$ cat src/rtl/bpp_pkg.sv
package bpp_pkg;

    localparam logic [7:0] OP_WRITE    = 8'h01;
    localparam logic [7:0] OP_WRITE_RS = 8'h02;
    localparam logic [7:0] OP_READ     = 8'h03;
    localparam logic [7:0] OP_READ_RS  = 8'h04;

    // header byte positions; the decoder depends on this order
    localparam int POS_OP     = 0;
    localparam int POS_GROUP  = 1;
    localparam int POS_SUB    = 2;
    localparam int POS_LEN_LO = 3;
    localparam int POS_LEN_HI = 4;

    typedef struct packed {
        logic [7:0]  op;
        logic [7:0]  group;
        logic [7:0]  sub;
        logic [15:0] len;
    } hdr_t;

    function automatic logic op_known(input logic [7:0] op);
        return (op == OP_WRITE) || (op == OP_WRITE_RS) ||
               (op == OP_READ)  || (op == OP_READ_RS);
    endfunction

    function automatic logic op_writes(input logic [7:0] op);
        return (op == OP_WRITE) || (op == OP_WRITE_RS);
    endfunction

endpackage

$ cat src/rtl/bpp_byte_counter.sv
module bpp_byte_counter #(
    parameter int PKT_BYTES = 512,
    parameter int CW        = $clog2(PKT_BYTES)
) (
    input  logic          clk,
    input  logic          rst_n,
    input  logic          abort_i,
    input  logic          step_i,
    output logic [CW-1:0] pos_o,
    output logic          last_o
);

    localparam logic [CW-1:0] LAST_POS = CW'(PKT_BYTES - 1);

    typedef struct packed {
        logic [CW-1:0] pos;
    } cnt_st_t;

    cnt_st_t st_d, st_q;

    always_comb begin
        st_d = st_q;
        if (abort_i) begin
            st_d.pos = '0;
        end else if (step_i) begin
            if (st_q.pos == LAST_POS) st_d.pos = '0;
            else                      st_d.pos = st_q.pos + 1'b1;
        end
    end

    always_ff @(posedge clk) begin
        if (!rst_n) st_q <= '0;
        else        st_q <= st_d;
    end

    assign pos_o  = st_q.pos;
    assign last_o = (st_q.pos == LAST_POS);

endmodule

$ cat src/rtl/bpp_hdr_decoder.sv
module bpp_hdr_decoder
    import bpp_pkg::*;
#(
    parameter int HDR_BYTES = 6,
    parameter int PAY_BYTES = 505,
    parameter int CW        = 9
) (
    input  logic          clk,
    input  logic          rst_n,
    input  logic          step_i,
    input  logic [CW-1:0] pos_i,
    input  logic [7:0]    data_i,
    output hdr_t          hdr_o,
    output logic          legal_o,
    output logic          is_write_o,
    output logic          hdr_valid_o
);

    localparam logic [CW-1:0] P_OP     = CW'(POS_OP);
    localparam logic [CW-1:0] P_GROUP  = CW'(POS_GROUP);
    localparam logic [CW-1:0] P_SUB    = CW'(POS_SUB);
    localparam logic [CW-1:0] P_LEN_LO = CW'(POS_LEN_LO);
    localparam logic [CW-1:0] P_LEN_HI = CW'(POS_LEN_HI);
    localparam logic [CW-1:0] P_CLOSE  = CW'(HDR_BYTES - 1);
    localparam logic [15:0]   LEN_MAX  = 16'(PAY_BYTES);

    typedef struct packed {
        hdr_t shadow;   // fields while the header is arriving
        hdr_t pub;      // fields of the last complete header
        logic legal;
        logic wr;
        logic pulse;
    } dec_st_t;

    dec_st_t st_d, st_q;

    always_comb begin
        st_d       = st_q;
        st_d.pulse = 1'b0;
        if (step_i) begin
            if (pos_i == P_OP)     st_d.shadow.op        = data_i;
            if (pos_i == P_GROUP)  st_d.shadow.group     = data_i;
            if (pos_i == P_SUB)    st_d.shadow.sub       = data_i;
            if (pos_i == P_LEN_LO) st_d.shadow.len[7:0]  = data_i;
            if (pos_i == P_LEN_HI) st_d.shadow.len[15:8] = data_i;
            if (pos_i == P_CLOSE) begin
                st_d.pub   = st_q.shadow;
                st_d.legal = op_known(st_q.shadow.op) &&
                             (st_q.shadow.len <= LEN_MAX);
                st_d.wr    = op_writes(st_q.shadow.op);
                st_d.pulse = 1'b1;
            end
        end
    end

    always_ff @(posedge clk) begin
        if (!rst_n) st_q <= '0;
        else        st_q <= st_d;
    end

    assign hdr_o       = st_q.pub;
    assign legal_o     = st_q.legal;
    assign is_write_o  = st_q.wr;
    assign hdr_valid_o = st_q.pulse;

endmodule

$ cat src/rtl/bpp_sum_check.sv
module bpp_sum_check #(
    parameter int CW = 9
) (
    input  logic          clk,
    input  logic          rst_n,
    input  logic          step_i,
    input  logic [CW-1:0] pos_i,
    input  logic [7:0]    data_i,
    output logic          match_o
);

    typedef struct packed {
        logic [7:0] acc;
    } sum_st_t;

    sum_st_t st_d, st_q;

    always_comb begin
        st_d = st_q;
        if (step_i) begin
            if (pos_i == '0) st_d.acc = data_i;
            else             st_d.acc = st_q.acc + data_i;
        end
    end

    always_ff @(posedge clk) begin
        if (!rst_n) st_q <= '0;
        else        st_q <= st_d;
    end

    // compared against the byte at the closing position
    assign match_o = (st_q.acc == data_i);

endmodule

$ cat src/rtl/bulk_pkt_parser.sv
module bulk_pkt_parser
    import bpp_pkg::*;
#(
    parameter int PKT_BYTES = 512,
    parameter int HDR_BYTES = 6,
    parameter int PAY_BYTES = PKT_BYTES - HDR_BYTES - 1,
    parameter int CW        = $clog2(PKT_BYTES),
    parameter int IW        = $clog2(PAY_BYTES)
) (
    input  logic          clk,
    input  logic          rst_n,
    input  logic          abort_i,
    input  logic          in_valid_i,
    input  logic [7:0]    in_data_i,
    output logic          in_ready_o,
    output logic          hdr_valid_o,
    output logic [7:0]    cmd1_o,
    output logic [7:0]    cmd2_o,
    output logic [7:0]    cmd3_o,
    output logic [15:0]   len_o,
    output logic          is_write_o,
    output logic          pay_valid_o,
    output logic [7:0]    pay_data_o,
    output logic [IW-1:0] pay_idx_o,
    output logic          done_o,
    output logic          ok_o
);

    localparam logic [CW-1:0] PAY_FIRST = CW'(HDR_BYTES);
    localparam logic [CW-1:0] PAY_END   = CW'(HDR_BYTES + PAY_BYTES);

    typedef struct packed {
        logic          ready;
        logic          pay_valid;
        logic [7:0]    pay_data;
        logic [IW-1:0] pay_idx;
        logic          done;
        logic          ok;
    } top_st_t;

    top_st_t st_d, st_q;

    logic          step;
    logic [CW-1:0] pos;
    logic          last;
    logic          sum_match;
    logic          hdr_legal;
    hdr_t          hdr;

    assign step = in_valid_i && st_q.ready && !abort_i;

    bpp_byte_counter #(.PKT_BYTES(PKT_BYTES), .CW(CW)) u_cnt (
        .clk    (clk),
        .rst_n  (rst_n),
        .abort_i(abort_i),
        .step_i (step),
        .pos_o  (pos),
        .last_o (last)
    );

    bpp_hdr_decoder #(.HDR_BYTES(HDR_BYTES), .PAY_BYTES(PAY_BYTES), .CW(CW)) u_hdr (
        .clk        (clk),
        .rst_n      (rst_n),
        .step_i     (step),
        .pos_i      (pos),
        .data_i     (in_data_i),
        .hdr_o      (hdr),
        .legal_o    (hdr_legal),
        .is_write_o (is_write_o),
        .hdr_valid_o(hdr_valid_o)
    );

    bpp_sum_check #(.CW(CW)) u_sum (
        .clk    (clk),
        .rst_n  (rst_n),
        .step_i (step),
        .pos_i  (pos),
        .data_i (in_data_i),
        .match_o(sum_match)
    );

    always_comb begin
        st_d           = st_q;
        st_d.ready     = 1'b1;
        st_d.pay_valid = 1'b0;
        st_d.done      = 1'b0;
        if (step && (pos >= PAY_FIRST) && (pos < PAY_END)) begin
            st_d.pay_valid = 1'b1;
            st_d.pay_data  = in_data_i;
            st_d.pay_idx   = IW'(pos - PAY_FIRST);
        end
        if (step && last) begin
            st_d.done = 1'b1;
            st_d.ok   = sum_match && hdr_legal;
        end
    end

    always_ff @(posedge clk) begin
        if (!rst_n) st_q <= '0;
        else        st_q <= st_d;
    end

    assign in_ready_o  = st_q.ready;
    assign pay_valid_o = st_q.pay_valid;
    assign pay_data_o  = st_q.pay_data;
    assign pay_idx_o   = st_q.pay_idx;
    assign done_o      = st_q.done;
    assign ok_o        = st_q.ok;
    assign cmd1_o      = hdr.op;
    assign cmd2_o      = hdr.group;
    assign cmd3_o      = hdr.sub;
    assign len_o       = hdr.len;

endmodule

$ cat config.mk
export PLATFORM = sky130hd
export DESIGN_NAME = bulk_pkt_parser
export DESIGN_NICKNAME = d
export VERILOG_FILES = /design/src/rtl/bpp_pkg.sv /design/src/rtl/bpp_byte_counter.sv /design/src/rtl/bpp_hdr_decoder.sv /design/src/rtl/bpp_sum_check.sv /design/src/rtl/bulk_pkt_parser.sv
export SDC_FILE = /design/constraint.sdc
export NUM_CORES = 1
export LEC_CHECK = 0
export BUFFER_PORTS_ARGS = -buffer_cell sky130_fd_sc_hd__buf_2
export CAP_MARGIN = 20
export CORE_MARGIN = 1.5
export CORE_UTILIZATION = 40
export DETAILED_ROUTE_END_ITERATION = 16
export GPL_TIMING_DRIVEN = 0
export SYNTH_ARGS = -nofsm -noshare
export SYNTH_HDL_FRONTEND = slang
export SYNTH_SLANG_ARGS = --single-unit
$ cat constraint.sdc
create_clock -name clk -period 3.38 [get_ports clk]
set_input_delay 0.676 -clock clk [delete_from_list [all_inputs] [get_ports clk]]
set_output_delay 0.676 -clock clk [all_outputs]
set_load 0.05 [all_outputs]
==> run_results.csv, run 1 <==
group,metric,value,unit
cts,cts_setup_buffers,0,
critical_path,max_stage_delay,480,ps
critical_path,critical_path_buf_inv_count,4,
sta,post-route-period-util,0.7072,
critical_path,end_kind,"register",
hold_path,min_from,"rst_n",
sta,maxSlewViolCount,0,
placed_design,gp_congestion,0.8504,
floorplanning,die_x,118.4,µm
route,met1_length,6.127,mm
power_and_ir_drop,pwr_density_cell,526.6,mW/mm²
critical_path,regToRegEndpoint,"pay_data_o[0]",
synthesis,syn_area,0.005330,mm²
power_and_ir_drop,leakagePower,2.828,nW
synthesis,synth_cells,643,
floorplanning,start_util,0.4156,
sta,rsz0062_at_grt,"false",
critical_path,critPathSlowestCell,"dfxtp_1",
synthesis,synthTopCellsByArea,"dfxtp_1, nand2_1, a21oi_1",
synthesis,synth_edf_count,0,
route,wl_met2,6.261,mm
route,wire_per_inst,14.33,µm
sta,hold_viol,0,
cts,numCtsBuffers,17,
sta,tightest_slew,611.4,ps
route,route.met3.wl,647,µm
synthesis,synth.top_cell.area_share,0.4545,
critical_path,cp_max_fo,10,
cts,clock_path_buffers,2,
hold_path,min_to,"in_ready_o",
synthesis,synth-async-reset-ratio,0,
route,postRouteAntennaNets,0,
synthesis,syn_area_per_cell,8.289,µm²
sta,fin_tns_setup,0,ps
synthesis,ys_ff_latch,121,
grt,grt_max_degree,17,
sta,setup_viol,0,
synthesis,yosys_warnings,0,
synthesis,yosysSeqAreaShare,0.4545,
route,routed_via_density,4.983,
critical_path,critPathRequiredTime,3660,ps
grt,grt_pass1_vias,4454,
floorplanning,dieArea,0.01403,mm²
cells_and_area,final_common_cell,"nand2_1",
cts,ctsResizeCount,0,
critical_path,crit_family,"buffers and inverters",
route,vias,4589,
sta,period_minus_slack,2390,ps
critical_path,r2r_slack,990,ps
run_status,status,"finished clean",
grt,globalRouteTotalUtil,0.1978,
power_and_ir_drop,p_total,3.441,mW
floorplanning,dieHeight,118.4,µm
sta,max_freq,418.4,MHz
critical_path,crit_chain,"inv_1 > ha_1 > clkbuf_1 > a21oi_1 > a31oi_1 > o21ai_0 > buf_2 > buf_4 > mux2i_1 > nor2_1",
critical_path,reg2reg_depth,10,
grt,grt_first_pass_wirelength,22.00,mm
route,firstDrtPassIters,5,
cts,cts_tree,"built",
critical_path,crit_arrival,2670,ps
cts,clock-sinks,121,
route,drcViolationCount,0,
grt,grt-ovfl-total,0,
power_and_ir_drop,ir_worst_vdd,0.0003265,V
hold_path,hold_path_class,"input pin to register",
floorplanning,coreArea,0.01282,mm²
cts,clk-insertion-delay-late,410,ps
sta,hold_ws,376.9,ps
floorplanning,placementRows,41,
route,initialDrtViolationCount,304,
cells_and_area,mostFrequentLayoutCells,"nand2_1, dfxtp_1, a21oi_1",
synthesis,synth_top_area_cell,"dfxtp_1",
critical_path,worst_setup_path_start_kind,"register",
cells_and_area,post_route_cells_drive_above_1_share,0.2163,
critical_path,worstReg2RegStart,"u_cnt.pos_o[0]",
grt,antenna_found_initial,0,
cells_and_area,nFillCells,1230,
route,totalWireLength,13.20,mm
route,highest_layer,"met4",
synthesis,ys.flop_type,"dfxtp_1",
placed_design,portBuffers,74,
cells_and_area,area_growth,22.58,%
sta,relSlewSlack,0.5912,
hold_path,hold_depth,1,
synthesis,syn_nets,669,
synthesis,synth_cell_types,47,
critical_path,path_class,"register to register",
cts,htree_num_levels,4,
cells_and_area,antenna-diode-count,0,
cts,cts_hold_buf,0,
placed_design,dp_hpwl,9.508,mm
cts,path_clk_slew,50,ps
floorplanning,io_pins,75,
run,max_cap_violations,0,
cells_and_area,nets,762,
cts,root_buffer,"clkbuf_16",
sta,finClkSkew,6.654,ps
==> cell families (layout without fill, tap and decap cells) <==
family	after synthesis	in the layout	share of synthesized area
AO/OA/AOI/OAI	120	120	0.1211
XOR/XNOR	14	14	0.02301
adder cells (fa/ha/maj)	14	14	0.03427
buffers and inverters	86	192	0.09343
flip-flops	121	121	0.4545
multiplexers	28	28	0.05258
AND/OR/NAND/NOR	260	260	0.2211
==> cell usage after synthesis (2+ instances only) <==
library cell and instances:
nand4_1 4, or3_1 3, a311oi_1 2, nand3b_1 2
ha_1 13, inv_1 5, clkbuf_1 26, o21ai_0 14
buf_4 41, nand3_1 41, xor2_1 9, xnor2_1 5
dfxtp_1 121, or4_1 3, a21oi_1 91, a211oi_1 2
nand4b_1 2, buf_2 11, nor3_1 5, nand2_1 138
o31ai_1 2, nor2_1 46, nor4b_1 3, o211ai_1 3
mux2i_1 28, nor4_1 2
==> worst max path at each step <==
stage | start | endpoint | slack [ps] | cells after the start
after CTS | u_cnt.pos_o[0] | pay_idx_o[5] | 990 | 10
after detailed placement | abort_i | u_hdr.st_q[55] | 680 | 6
after global routing | u_cnt.pos_o[0] | pay_data_o[3] | 800 | 10
final | u_cnt.pos_o[0] | pay_data_o[0] | 990 | 10
after global placement | abort_i | u_hdr.st_q[58] | 760 | 6
after floorplan | in_data_i[0] | u_sum.st_q[6] | 1250 | 8
==> metal layers <==
| layer | track usage | vias up |
|---|---|---|
| li1 | - | 2335 |
| met1 | 0.2513 | 2151 |
| met2 | 0.3296 | 87 |
| met3 | 0.04295 | 16 |
| met4 | 0.07304 | 0 |
| met5 | 0 | - |
==> flip-flops by register name, indices dropped and copies added (netlist names), 8 cells and up <==
name	flops
pay_data_o	8
pay_idx_o	9
u_cnt.pos_o	9
u_hdr.hdr_o	40
u_hdr.st_q	40
u_sum.st_q	8
==> report_power, final <==
part | total (mW) | internal (mW) | switching, mW
Combinational | 0.137 | 0.0407 | 0.0960
Sequential | 1.45 | 1.44 | 0.00781
Clock | 1.86 | 1.25 | 0.606
==> layout make-up <==
class                   count  area [µm²]  area share
multi-input cells         436        2410      0.3688
flip-flops and latches    121        2422      0.3707
repair buffers             74       370.4     0.05668
plain buffers              80       475.5     0.07277
inverters                   6       22.52    0.003447
clock buffers              25       505.5     0.07736
well taps                 172       215.2     0.03294
clock inverters             7       112.6     0.01723
==> stage by stage <==
step	setup WS (ps)	cell area [µm²]	instances	utilization
finish	989.8	6534	921	0.5095
CTS	988.3	6534	921	0.5095
detailed placement	680.7	5916	889	0.4613
global placement	756.8	5916	889	0.4613
floorplan	1249	5330	643	-
global route	804.4	6534	921	0.5095
Power figures use the tool's default switching activity.
==> inputs of run 2 (changes only) <==
Settings changed: ABC_AREA from default to 1.
Clock period 3.38 ns to 2.2 ns, I/O delays scaled along.
==> run_results.csv, run 2 <==
group,metric,value,unit
route,routed_via_density,4.840,
synthesis,synthTopCellsByArea,"dfxtp_1, a21oi_1, buf_4",
hold_path,hold_path_class,"input pin to register",
floorplanning,coreArea,0.01319,mm²
sta,hold_viol,0,
synthesis,synth_top_area_cell,"dfxtp_1",
cts,htree_num_levels,4,
floorplanning,io_pins,75,
route,totalWireLength,13.50,mm
sta,period_minus_slack,1875,ps
cts,clock_path_buffers,2,
synthesis,synth_top_cells_by_count,"dfxtp_1, nand2_1, a21oi_1",
critical_path,worst_setup_path_start_kind,"register",
sta,finClkSkew,9.773,ps
run,max_cap_violations,0,
route,highest_layer,"met4",
cts,path_clk_slew,60,ps
synthesis,yosysSeqAreaShare,0.4509,
critical_path,critPathRequiredTime,2510,ps
power_and_ir_drop,pwr_density_cell,821.5,mW/mm²
critical_path,r2r_slack,320,ps
placed_design,portBuffers,74,
hold_path,hold_depth,1,
route,postRouteAntennaNets,0,
floorplanning,dieHeight,118.9,µm
sta,fin_tns_setup,0,ps
cts,cts_tree,"built",
grt,grt-ovfl-total,0,
sta,maxSlewViolCount,0,
cells_and_area,nets,810,
cells_and_area,final_area,0.006591,mm²
synthesis,synth_cells,691,
power_and_ir_drop,ir_worst_vdd,0.0004518,V
run_status,status,"finished clean",
placed_design,post-place-ws,200.1,ps
floorplanning,die_x,118.9,µm
synthesis,syn_nets,717,
grt,globalRouteTotalUtil,0.1997,
cts,ctsResizeCount,0,
floorplanning,dieArea,0.01414,mm²
critical_path,end_kind,"register",
critical_path,reg2reg_depth,7,
route,route.met3.wl,585,µm
floorplanning,placementRows,42,
critical_path,regToRegEndpoint,"u_cnt.pos_o[6]",
route,met1_length,6.389,mm
sta,post-route-period-util,0.8525,
placed_design,post_dp_cell_area,0.005963,mm²
critical_path,crit_arrival,2180,ps
route,wire_per_inst,13.87,µm
cts,cts_hold_buf,0,
placed_design,dp_hpwl,9.889,mm
route,initialDrtViolationCount,300,
sta,tightest_slew,613.7,ps
synthesis,ys_ff_latch,121,
synthesis,ys.flop_type,"dfxtp_1",
cells_and_area,nFillCells,1293,
critical_path,path_class,"register to register",
synthesis,yosys_warnings,0,
cells_and_area,antenna-diode-count,0,
cells_and_area,area_growth,22.68,%
cells_and_area,mostFrequentLayoutCells,"dfxtp_1, nand2_1, a21oi_1",
critical_path,worstReg2RegStart,"u_cnt.pos_o[0]",
route,vias,4709,
route,firstDrtPassIters,5,
hold_path,min_to,"in_ready_o",
synthesis,synth_edf_count,0,
sta,max_freq,533.2,MHz
cells_and_area,final_common_cell,"dfxtp_1",
synthesis,yosysMostFrequentCell,"dfxtp_1",
route,wl_met2,6.326,mm
cells_and_area,final_cell_count_no_fill,973,
synthesis,syn_area,0.005373,mm²
cts,root_buffer,"clkbuf_16",
sta,layout_setup_ws,324.5,ps
placed_design,dp_cells,941,
route,drcViolationCount,0,
power_and_ir_drop,leakagePower,2.944,nW
cells_and_area,post_route_cells_drive_above_1_share,0.2359,
placed_design,gp_congestion,0.8549,
cts,numCtsBuffers,17,
grt,grt_first_pass_wirelength,22.08,mm
synthesis,synth-async-reset-ratio,0,
grt,grt_max_degree,17,
critical_path,cp_max_fo,7,
grt,grt_pass1_vias,4397,
cts,clk-insertion-delay-late,420,ps
hold_path,min_from,"rst_n",
cells_and_area,utilization,0.4997,
grt,antenna_found_initial,0,
sta,setup_viol,0,
floorplanning,start_util,0.4073,
synthesis,synth_cell_types,36,
synthesis,synth.top_cell.area_share,0.4509,
cts,cts_setup_buffers,0,
sta,relSlewSlack,0.5909,
sta,rsz0062_at_grt,"false",
cts,clock-sinks,121,
synthesis,syn_area_per_cell,7.775,µm²
[run 2: cell type report]
class / instances / area (µm²) / share of cell area
sequential: 121 / 2422 / 0.3675
multi-input combinational: 441 / 2246 / 0.3407
buffer: 70 / 483.0 / 0.07327
clock buffer: 19 / 452.9 / 0.06872
timing repair buffer: 74 / 370.4 / 0.05619
inverter: 59 / 221.5 / 0.03360
tap: 176 / 220.2 / 0.03341
clock inverter: 13 / 175.2 / 0.02658
[run 2: worst max-delay path by stage]
stage	to	cells past startpoint	slack, ps	from
floorplan	u_hdr.st_q[48]	7	510	in_ready_o
global placement	u_sum.st_q[6]	11	190	in_data_i[0]
detailed placement	u_sum.st_q[6]	11	200	in_data_i[0]
CTS	u_cnt.pos_o[6]	7	340	u_cnt.pos_o[0]
global route	u_cnt.pos_o[7]	7	170	u_cnt.pos_o[0]
finish	u_cnt.pos_o[6]	7	320	u_cnt.pos_o[0]
[run 2: kinds of logic after synthesis]
kind of cell               count (synthesis)  share of synthesized area
buffers and inverters                    129                     0.1311
AOI/OAI and AO/OA                        173                     0.1674
xor gates and xnor gates                   9                    0.01467
and+or+nand+nor                          245                     0.2019
adders and majority gates                 14                    0.03400
DFF                                      121                     0.4509
[run 2: where the power goes]
group          switching (mW)  internal, mW  total (mW)
clock                    1.01          1.94        2.95
sequential             0.0115          2.21        2.22
combinational           0.168        0.0732       0.241
total                    1.19          4.22        5.41
[run 2: metrics by stage]
stage | power [mW] | hold slack, ps
final | 5.415 | 252.2
after global routing | 5.586 | 247.4
after CTS | 5.449 | 235.4
after detailed placement | 2.505 | 445.7
after global placement | 2.502 | 441.6
after floorplan | 2.421 | 429.7
[run 2: per-layer routing]
layer	vias to the layer above	track usage
li1	2427	-
met1	2153	0.2624
met2	110	0.3219
met3	19	0.04502
met4	0	0.07380
met5	-	0
[run 2: critical path, cell delays in order (launching register included)]
cell	delay, ps
dfxtp_1	470
ha_1	280
nand2_1	100
nor4_1	270
ha_1	200
nand2_1	110
nand2_1	240
nor3_1	90
